[config.mk]
export PLATFORM = sky130hd
export DESIGN_NAME = itx_fetch_xlate
export DESIGN_NICKNAME = d
export VERILOG_FILES = /design/src/rtl/itx_pkg.sv /design/src/rtl/itx_classify.sv /design/src/rtl/itx_fault_regs.sv /design/src/rtl/itx_fetch_xlate.sv
export SDC_FILE = /design/constraint.sdc
export NUM_CORES = 1
export LEC_CHECK = 0
export CAP_MARGIN = 20
export CORE_AREA = 2 2 141 143
export DETAILED_ROUTE_END_ITERATION = 10
export DIE_AREA = 0 0 143 145
export PLACE_DENSITY = 0.79
export SLEW_MARGIN = 20
export SYNTH_ARGS = -nofsm -noshare
export SYNTH_HDL_FRONTEND = slang
export SYNTH_SLANG_ARGS = --single-unit
[constraint.sdc]
create_clock -name clk -period 4.6 [get_ports clk]
set_input_delay 0.92 -clock clk [delete_from_list [all_inputs] [get_ports clk]]
set_output_delay 0.92 -clock clk [all_outputs]
set_load 0.005 [all_outputs]
[src/rtl/itx_pkg.sv]
package itx_pkg;

  typedef enum logic [1:0] {
    FK_NONE = 2'd0,
    FK_MISS = 2'd1,
    FK_ACV  = 2'd2,
    FK_MCHK = 2'd3
  } fault_e;

  localparam logic [6:0] SP_TAG    = 7'h7e;
  localparam int         SP_SIGN   = 40;
  localparam int         FORM_SHL  = 3;

  function automatic logic [63:0] low_mask(input int w);
    return (64'd1 << w) - 64'd1;
  endfunction

  function automatic logic canonical(input logic [63:0] va, input int impl);
    logic ok;
    ok = 1'b1;
    for (int i = impl; i < 64; i++)
      if (va[i] != va[impl-1]) ok = 1'b0;
    return ok;
  endfunction

  function automatic logic [63:0] sp_extend(input logic [63:0] pa, input int pa_w);
    if (pa[SP_SIGN])
      return pa | (low_mask(pa_w) & ~low_mask(SP_SIGN));
    return pa & low_mask(SP_SIGN);
  endfunction

  function automatic logic [63:0] form_addr(input logic [63:0] base, input logic [63:0] va,
                                            input int va_impl, input int pg);
    logic [63:0] vpn;
    vpn = (va & low_mask(va_impl)) >> pg;
    return base | (vpn << FORM_SHL);
  endfunction

endpackage

[src/rtl/itx_classify.sv]
module itx_classify
  import itx_pkg::*;
#(
  parameter int PA_W     = 44,
  parameter int VA_IMPL  = 48,
  parameter int PG_SHIFT = 13,
  parameter int PPN_W    = 32,
  parameter int MODE_W   = 2
) (
  input  logic [63:0]             va,
  input  logic                    phys_mode,
  input  logic [MODE_W-1:0]       mode,
  input  logic                    tlb_hit,
  input  logic [PPN_W-1:0]        ppn,
  input  logic [(1<<MODE_W)-1:0]  xen,
  output logic [63:0]             pa_n,
  output fault_e                  kind_n,
  output logic                    ev_pal,
  output logic                    ev_canon,
  output logic                    ev_super,
  output logic                    ev_raise
);
  localparam logic [63:0] PMASK = low_mask(PA_W);

  logic [63:0] pa_raw;
  fault_e      kind_pre;

  assign ev_pal   = va[0];
  assign ev_canon = canonical(va, VA_IMPL);
  assign ev_super = (va[VA_IMPL-1 -: 7] == SP_TAG);

  always_comb begin
    pa_raw   = '0;
    kind_pre = FK_NONE;
    if (ev_pal) begin
      pa_raw = va & ~64'd3 & PMASK;
    end else if (phys_mode) begin
      pa_raw = va;
    end else if (!ev_canon) begin
      kind_pre = FK_ACV;
    end else if (ev_super) begin
      if (mode != '0) kind_pre = FK_ACV;
      else            pa_raw   = sp_extend(va & PMASK, PA_W);
    end else if (!tlb_hit) begin
      kind_pre = FK_MISS;
    end else begin
      pa_raw = (64'(ppn) << PG_SHIFT) + 64'({va[PG_SHIFT-1:2], 2'b00});
      if (!xen[mode]) kind_pre = FK_ACV;
    end
  end

  always_comb begin
    kind_n = kind_pre;
    if (kind_pre == FK_NONE && (pa_raw & ~PMASK) != '0) kind_n = FK_MCHK;
  end

  assign ev_raise = (kind_n == FK_MISS) || (kind_n == FK_ACV);
  assign pa_n     = ev_raise ? '0 : pa_raw;

endmodule

[src/rtl/itx_fault_regs.sv]
module itx_fault_regs
  import itx_pkg::*;
#(
  parameter int VA_IMPL  = 48,
  parameter int PG_SHIFT = 13
) (
  input  logic        clk,
  input  logic        rst_n,
  input  logic        raise_req,
  input  logic        spec,
  input  logic [63:0] va,
  input  logic [63:0] base,
  output logic [63:0] tag_q,
  output logic [63:0] form_q
);
  logic capture;
  assign capture = raise_req && !spec;

  always_ff @(posedge clk) begin
    if (!rst_n) begin
      tag_q  <= '0;
      form_q <= '0;
    end else if (capture) begin
      tag_q  <= va;
      form_q <= form_addr(base, va, VA_IMPL, PG_SHIFT);
    end
  end

  // speculative faults leave both registers alone
  p_spec_hold_r10: assert property (@(posedge clk) disable iff (!rst_n)
    (raise_req && spec) |=> ($stable(tag_q) && $stable(form_q)));

  // non-speculative fault records the address
  p_capture_r10: assert property (@(posedge clk) disable iff (!rst_n)
    (raise_req && !spec) |=> (tag_q == $past(va)));

  // no fault, no change
  p_idle_hold_r10: assert property (@(posedge clk) disable iff (!rst_n)
    !raise_req |=> ($stable(tag_q) && $stable(form_q)));

endmodule

[src/rtl/itx_fetch_xlate.sv]
module itx_fetch_xlate
  import itx_pkg::*;
#(
  parameter int PA_W     = 44,
  parameter int VA_IMPL  = 48,
  parameter int PG_SHIFT = 13,
  parameter int PPN_W    = 32,
  parameter int MODE_W   = 2
) (
  input  logic                   clk,
  input  logic                   rst_n,
  input  logic                   req_valid,
  input  logic [63:0]            fetch_va,
  input  logic                   phys_mode,
  input  logic [MODE_W-1:0]      cur_mode,
  input  logic                   spec,
  input  logic                   tlb_hit,
  input  logic [PPN_W-1:0]       tlb_ppn,
  input  logic [(1<<MODE_W)-1:0] tlb_exec_en,
  input  logic [63:0]            pt_base,
  output logic                   resp_valid,
  output logic [63:0]            pa,
  output logic [1:0]             fault_kind,
  output logic [63:0]            fault_tag,
  output logic [63:0]            fault_form
);
  logic [63:0] pa_n;
  fault_e      kind_n;
  logic        ev_pal, ev_canon, ev_super, ev_raise;

  itx_classify #(
    .PA_W(PA_W), .VA_IMPL(VA_IMPL), .PG_SHIFT(PG_SHIFT),
    .PPN_W(PPN_W), .MODE_W(MODE_W)
  ) u_cls (
    .va(fetch_va), .phys_mode(phys_mode), .mode(cur_mode), .tlb_hit(tlb_hit),
    .ppn(tlb_ppn), .xen(tlb_exec_en), .pa_n(pa_n), .kind_n(kind_n),
    .ev_pal(ev_pal), .ev_canon(ev_canon), .ev_super(ev_super), .ev_raise(ev_raise)
  );

  itx_fault_regs #(.VA_IMPL(VA_IMPL), .PG_SHIFT(PG_SHIFT)) u_fr (
    .clk(clk), .rst_n(rst_n), .raise_req(req_valid && ev_raise), .spec(spec),
    .va(fetch_va), .base(pt_base), .tag_q(fault_tag), .form_q(fault_form)
  );

  always_ff @(posedge clk) begin
    if (!rst_n) begin
      resp_valid <= 1'b0;
      pa         <= '0;
      fault_kind <= FK_NONE;
    end else begin
      resp_valid <= req_valid;
      if (req_valid) begin
        pa         <= pa_n;
        fault_kind <= kind_n;
      end
    end
  end

  // one-cycle response
  p_resp_r12: assert property (@(posedge clk) disable iff (!rst_n)
    req_valid |=> resp_valid);
  p_noresp_r12: assert property (@(posedge clk) disable iff (!rst_n)
    !req_valid |=> !resp_valid);

  // privileged-code fetch never faults
  p_pal_r2: assert property (@(posedge clk) disable iff (!rst_n)
    (req_valid && fetch_va[0]) |=> (fault_kind == FK_NONE));

  // superpage outside kernel is a violation
  p_super_user_r5: assert property (@(posedge clk) disable iff (!rst_n)
    (req_valid && !ev_pal && !phys_mode && ev_canon && ev_super && cur_mode != '0)
    |=> (fault_kind == FK_ACV));

  // a translated fetch with no entry is a miss
  p_miss_r7: assert property (@(posedge clk) disable iff (!rst_n)
    (req_valid && !ev_pal && !phys_mode && ev_canon && !ev_super && !tlb_hit)
    |=> (fault_kind == FK_MISS && pa == '0));

  // machine check only for out-of-range addresses
  p_mchk_r11: assert property (@(posedge clk) disable iff (!rst_n)
    (resp_valid && fault_kind == FK_MCHK) |-> ((pa >> PA_W) != '0));

endmodule

# Yosys cells after proc, flatten, opt, wreduce, memory -nomap -nowiden
# Index checks and enable logic that the tools add are counted.
[word_totals]
register_bits = 195
latchBits = 0
mem_bits_rw = 0
rom_bits = 0
input_bits = 172
out_inout_bits = 195
word_cells = 76
mem_count = 0
[op_classes]
add_sub_neg = 1
n_mul = 0
n_div = 0
n_lt_le_gt_ge = 1
n_eq_ne = 19
shift = 0
n_mux = 41
bitwise_logic = 1
reduce_logical = 8
[op_table]
columns = ["operator", "n"]
rows = [
  ["64-bit two-way mux", 9],
  ["64-bit by 38-bit OR with 64-bit output", 1],
  ["64-bit nonzero test", 1],
  ["45-bit by 13-bit adder with 46-bit output", 1],
  ["1-bit two-way mux", 23],
  ["2-bit two-way mux", 8],
  ["1-bit != test", 16],
  ["7-bit == test, second input constant", 1],
  ["1-bit logical AND", 3],
  ["2-bit by 3-bit less-than comparator with 1-bit output, second input constant", 1],
  ["1-bit binary-select mux with 2-bit select", 1],
  ["2-bit by 1-bit == test with 1-bit output, second input constant", 1],
  ["2-bit == test, second input constant", 1],
  ["2-bit zero test", 1],
  ["2-bit nonzero test", 1],
  ["1-bit zero test", 1],
  ["1-bit logical OR", 1],
]

# Logic depth before layout (Yosys ltp)
# Gate-level depths: netlist (run 1).
[logic_depth]
word_depth = 33
ltp_mapped = 14
ltp_nobuf = 11

# By module
# From an unflattened synthesis (run 1), not the netlist that was laid out.
[hier_totals]
hier_cells = 909
hier_area_um2 = 8309.2
[modules_own_cells]
columns = ["mod", "n_inst", "cells_each", "area_each_um2", "seq_area_each_um2"]
rows = [
  ["itx_fault_regs", 1, 556, 4778.3, 2562.5],
  ["itx_fetch_xlate", 1, 216, 2547.4, 1341.3],
  ["itx_classify", 1, 137, 983.4, 0.0],
]

# Worst setup path before layout (run 1)
# No wires, ideal clock.
[synth_path]
path_type = "input-to-reg"
from = "in fetch_va[60]"
to = "reg pa[53]"
arrival_ns = 3.850
t_required_ns = 4.535
slack_ns = 0.684
path_stages = 12
path_buffers = 2
cell_sequence = "or4_4 > nor3_4 > o22ai_4 > or4_2 > ha_1 > nand2b_1 > nor2_1 > and2_1 > clkbuf_1 > clkbuf_1 > a22oi_1 > nor2b_1"
[synth_via]
elab_chain_len = 14
word_cells_on_any_way = 19
cone_classes = "eq/ne: 3; mux: 12; reduce/logical: 4"
[synth_lines]
columns = ["item", "line_no", "text"]
rows = [
  ["from (decl)", "itx_fetch_xlate.sv:13", "input logic [63:0] fetch_va,"],
  ["1-bit != test", "itx_pkg.sv:22", "if (va[i] != va[impl-1]) ok = 1'b0;"],
  ["1-bit two-way mux (4 in series)", "itx_pkg.sv:22", ""],
  ["64-bit two-way mux / 2-bit two-way mux (equally long branches)", "itx_classify.sv:39", "end else if (!ev_canon) begin"],
  ["64-bit two-way mux / 2-bit two-way mux (equally long branches)", "itx_classify.sv:37", "end else if (phys_mode) begin"],
  ["64-bit two-way mux / 2-bit two-way mux (equally long branches)", "itx_classify.sv:35", "if (ev_pal) begin"],
  ["64-bit nonzero test / 2-bit zero test (equally long branches)", "itx_classify.sv:54", "if (kind_pre == FK_NONE && (pa_raw & ~PMASK) != '0) kind_n = FK_MCHK;"],
  ["1-bit logical AND", "itx_classify.sv:54", ""],
  ["2-bit two-way mux", "itx_classify.sv:54", ""],
  ["2-bit by 1-bit == test with 1-bit output / 2-bit == test (equally long branches)", "itx_classify.sv:57", "assign ev_raise = (kind_n == FK_MISS) || (kind_n == FK_ACV);"],
  ["1-bit logical OR", "itx_classify.sv:57", ""],
  ["64-bit two-way mux *", "itx_classify.sv:58", "assign pa_n = ev_raise ? '0 : pa_raw;"],
  ["to (signal assigned)", "itx_fetch_xlate.sv:53", "pa <= pa_n;"],
  ["to (decl)", "itx_fetch_xlate.sv:22", "output logic [63:0] pa,"],
]
# Every way passes the cells marked *; elsewhere a longest branch is shown, timed or not.
# A chain may end at the register's enable or synchronous reset.

# Final worst setup path (run 1)
[layout_path]
from = "in fetch_va[60]"
to = "reg pa[32]"
# The elaborated chain is that of the path after synthesis.

==> results.json, run 1 <==
{
  "grt_first_pass_wirelength_um": 41500,
  "power.leakage_nw": 4.30,
  "p_switching_w": 0.000945,
  "drt-total-wl_um": 26400,
  "whs_path_depth": 2,
  "io_pins": 367,
  "slowest_stage": "or4_2",
  "grt_max_degree": 94,
  "p_int_w": 0.00276,
  "async_reset_ff_share_pct": 0,
  "ys_seq_area_share_pct": 49.9,
  "gp_congestion": 0.850,
  "worst_slack_ps": 515,
  "status": "finished, final reports clean",
  "finalMaxSlewViolations": 0,
  "grt_usage_pct": 25.2,
  "wl_met1_um": 11100,
  "ctsRootBufferMaster": "clkbuf_16",
  "routedWlPerCell_um": 17.5,
  "dp_hpwl_um": 18800,
  "clock_path_buffers": 2,
  "pre_cts_slack_ps": 102,
  "synth_nets": 1067,
  "fin_crit_ps": 4090,
  "fmax_mhz": 245,
  "holdWs_ps": 464,
  "synth_top_area_share_pct": 49.9,
  "clkPwrFrac_pct": 39.5,
  "syn_area_mm2": 0.00778,
  "initial_core_util_pct": 40.5,
  "holdBufCountCts": 0,
  "synth_most_common_cell": "nand2_1",
  "cp.arrival_ps": 4460,
  "hold_class": "reg -> reg",
  "rr_worst_depth": 2,
  "numClockSinks": 194,
  "combPwrFrac_pct": 13.1,
  "yosys-top-cells-count": "215 x nand2_1, 194 x dfxtp_1, 94 x a21boi_0, 65 x clkbuf_1, 42 x nor2_1",
  "synth_edf_count": 0,
  "htree_levels": 4,
  "numPlacedInstances": 1476,
  "dieHeight_um": 145,
  "tightest_slew_ps": 1010,
  "insertion_delay_ps": 420,
  "drt_iter0_markers": 430,
  "ys_top_cells_by_area": "dfxtp_1 50%, nand2_1 10%, a21boi_0 9.1%",
  "synthCells": 894,
  "multiInputGateArea_mm2": 0.00362,
  "crit_path_max_fanout": 10,
  "via_per_inst": 5.14,
  "cts_resized": 0,
  "regArea_mm2": 0.00388,
  "end_kind": "flop",
  "ant_nets": 0,
  "drive_gt1_share_pct": 5.71,
  "ys_ff_latch": 194,
  "syn2layout_area_growth_pct": 58.2,
  "postCtsSetupBuffers": 0,
  "fin_util_pct": 64.1,
  "finalClockSkew_ps": 0,
  "cpPeakStageDelay_ps": 650,
  "cts_buffers": 17,
  "grt_pass1_vias": 7511,
  "fill_cells": 1599,
  "fin_nets": 1403,
  "startpoint": "fetch_va[60]",
  "core_mm2": 0.0192,
  "overflow": 0,
  "avgSynthCellArea_um2": 8.71,
  "path_cells": "clkdlybuf4s50_1 > or4_4 > nor3_4 > o22ai_4 > or4_2 > ha_1 > nand3b_1 > o31ai_4 > a221o_1",
  "rsz0062_at_grt": "no",
  "die_x_um": 143,
  "path_clk_slew_ps": 70,
  "wl_met2_um": 12300,
  "seq_power_share_pct": 47.4,
  "ys.flop_type": "dfxtp_1",
  "slew_headroom_pct": 32.6,
  "top_layer": "met5",
  "num_antenna_cells": 0,
  "final-setup-viol-count": 0,
  "crit_type": "in -> reg",
  "synth.distinct_cells": 47,
  "antenna_found_initial": 1,
  "wl_met3_um": 2050,
  "yosys_warnings": 0,
  "post-route-drc-count": 0,
  "min-delay-start": "u_fr.tag_q[12]",
  "max_cap_viol_count": 0,
  "crit_required_ps": 4970,
  "cts_tree": "yes",
  "powerDensity_mw_per_mm2": 301,
  "start_kind": "primary input",
  "setup_tns_ps": 0,
  "ir_worst_vdd_uv": 248,
  "hold_violations": 0,
  "rows": 51,
  "portBuffers": 365,
  "yosys.area.top_type": "dfxtp_1",
  "final_cells": 1508,
  "die_area_mm2": 0.0207,
  "dr.pass1.iters": 4,
  "period_share_pct": 88.8,
  "r2r-start": "pa[34]",
  "vias": 7748,
  "swShare_pct": 25.5
}
final timing paths:
path	to	slack, ps
hold reg to reg	u_fr.tag_q[12]	460
setup / recovery	pa[32]	510
setup reg to reg	pa[34]	3770
hold / removal	u_fr.tag_q[12]	460
worst max-delay path, delay by kind of cell:
| family | cells | cell delay [ps] |
|---|---|---|
| AO/OA/AOI/OAI | 3 | 980 |
| AND/OR/NAND/NOR | 4 | 1730 |
| adder cells (fa/ha/maj) | 1 | 350 |
| buffers and inverters | 1 | 470 |
cell usage in the layout, fill, tap and decap left out, types with 3 or more instances in the layout:
master	Yosys	final
o21ai_1	20	20
a22oi_1	19	19
a21boi_0	94	94
clkinv_4	0	3
clkdlybuf4s50_1	0	364
inv_6	0	4
nor3b_1	35	35
and2_1	11	11
dfxtp_1	194	194
nand4_1	5	5
buf_12	0	5
a31oi_1	19	19
nand2_1	215	215
nor3_1	38	37
a21oi_1	6	6
o31ai_1	3	3
nor2_1	42	40
a22o_1	35	35
a221o_1	8	8
buf_4	2	19
clkbuf_16	0	17
nor2b_1	21	20
o21ai_0	4	4
clkinv_8	0	3
and3_1	23	23
nor4_1	4	4
per-stage QoR:
step                      total power [W]  area [µm²]
after CTS                         0.00373       12300
after global routing              0.00384       12300
after floorplan                   0.00195        7780
after detailed placement          0.00228       11700
after global placement            0.00227       11700
final                             0.00370       12300
cell families (layout without fill, tap and decap cells):
family	count (synthesis)	in the layout	synth area share, %
adders and majority gates	1	1	0.161
DFF	194	194	49.9
AOI/OAI and AO/OA	217	217	20.9
muxes	1	1	0.289
and+or+nand+nor	406	406	24.8
other	1	1	0.0482
buffers and inverters	74	423	3.87
area by class of cell:
cell class,instances,area share [%]
timing repair buffer,388,31.6
sequential,194,31.5
multi-input combinational,626,29.4
clock buffer,18,3.57
tap,265,2.69
clock inverter,14,1.18
inverter,3,0.0914
power by group through the flow:
| stage | registers, W | logic (W) | clock network [W] |
|---|---|---|---|
| CTS | 0.00175 | 0.000486 | 0.00149 |
| detailed placement | 0.00179 | 0.000484 | 0 |
| finish | 0.00175 | 0.000484 | 0.00146 |
| floorplan | 0.00180 | 0.000151 | 0 |
| global route | 0.00176 | 0.000520 | 0.00156 |
| global placement | 0.00179 | 0.000480 | 0 |
state kept, by name, indices dropped and copies added (netlist names):
name,count
fault_kind,2
pa,63
resp_valid,1
u_fr.form_q,64
u_fr.tag_q,64
layer usage:
metal | vias to the layer above | GRT usage [%]
met2 | 310 | 40.3
met5 | - | 0
li1 | 3759 | -
met4 | 2 | 10.7
met3 | 58 | 7.03
met1 | 3619 | 31.8
Note: power is estimated with default switching activity, not from simulation.
==> run 2: changes to the inputs <==
--- a/config.mk
+++ b/config.mk
@@ -10,7 +10,9 @@
 export DETAILED_ROUTE_END_ITERATION = 10
 export DIE_AREA = 0 0 143 145
 export PLACE_DENSITY = 0.79
+export SKIP_LAST_GASP = 1
 export SLEW_MARGIN = 20
 export SYNTH_ARGS = -nofsm -noshare
 export SYNTH_HDL_FRONTEND = slang
 export SYNTH_SLANG_ARGS = --single-unit
+export TNS_END_PERCENT = 5
==> results of run 2 <==
Same layout as run 1: the final DEF is identical, and so are final timing and power.
==> run 3: changes to the inputs <==
--- a/config.mk
+++ b/config.mk
@@ -11,7 +11,6 @@
 export DIE_AREA = 0 0 143 145
 export PLACE_DENSITY = 0.79
 export SKIP_LAST_GASP = 1
-export SLEW_MARGIN = 20
 export SYNTH_ARGS = -nofsm -noshare
 export SYNTH_HDL_FRONTEND = slang
 export SYNTH_SLANG_ARGS = --single-unit
==> results of run 3 <==
Same layout as run 1: the final DEF is identical, and so are final timing and power.
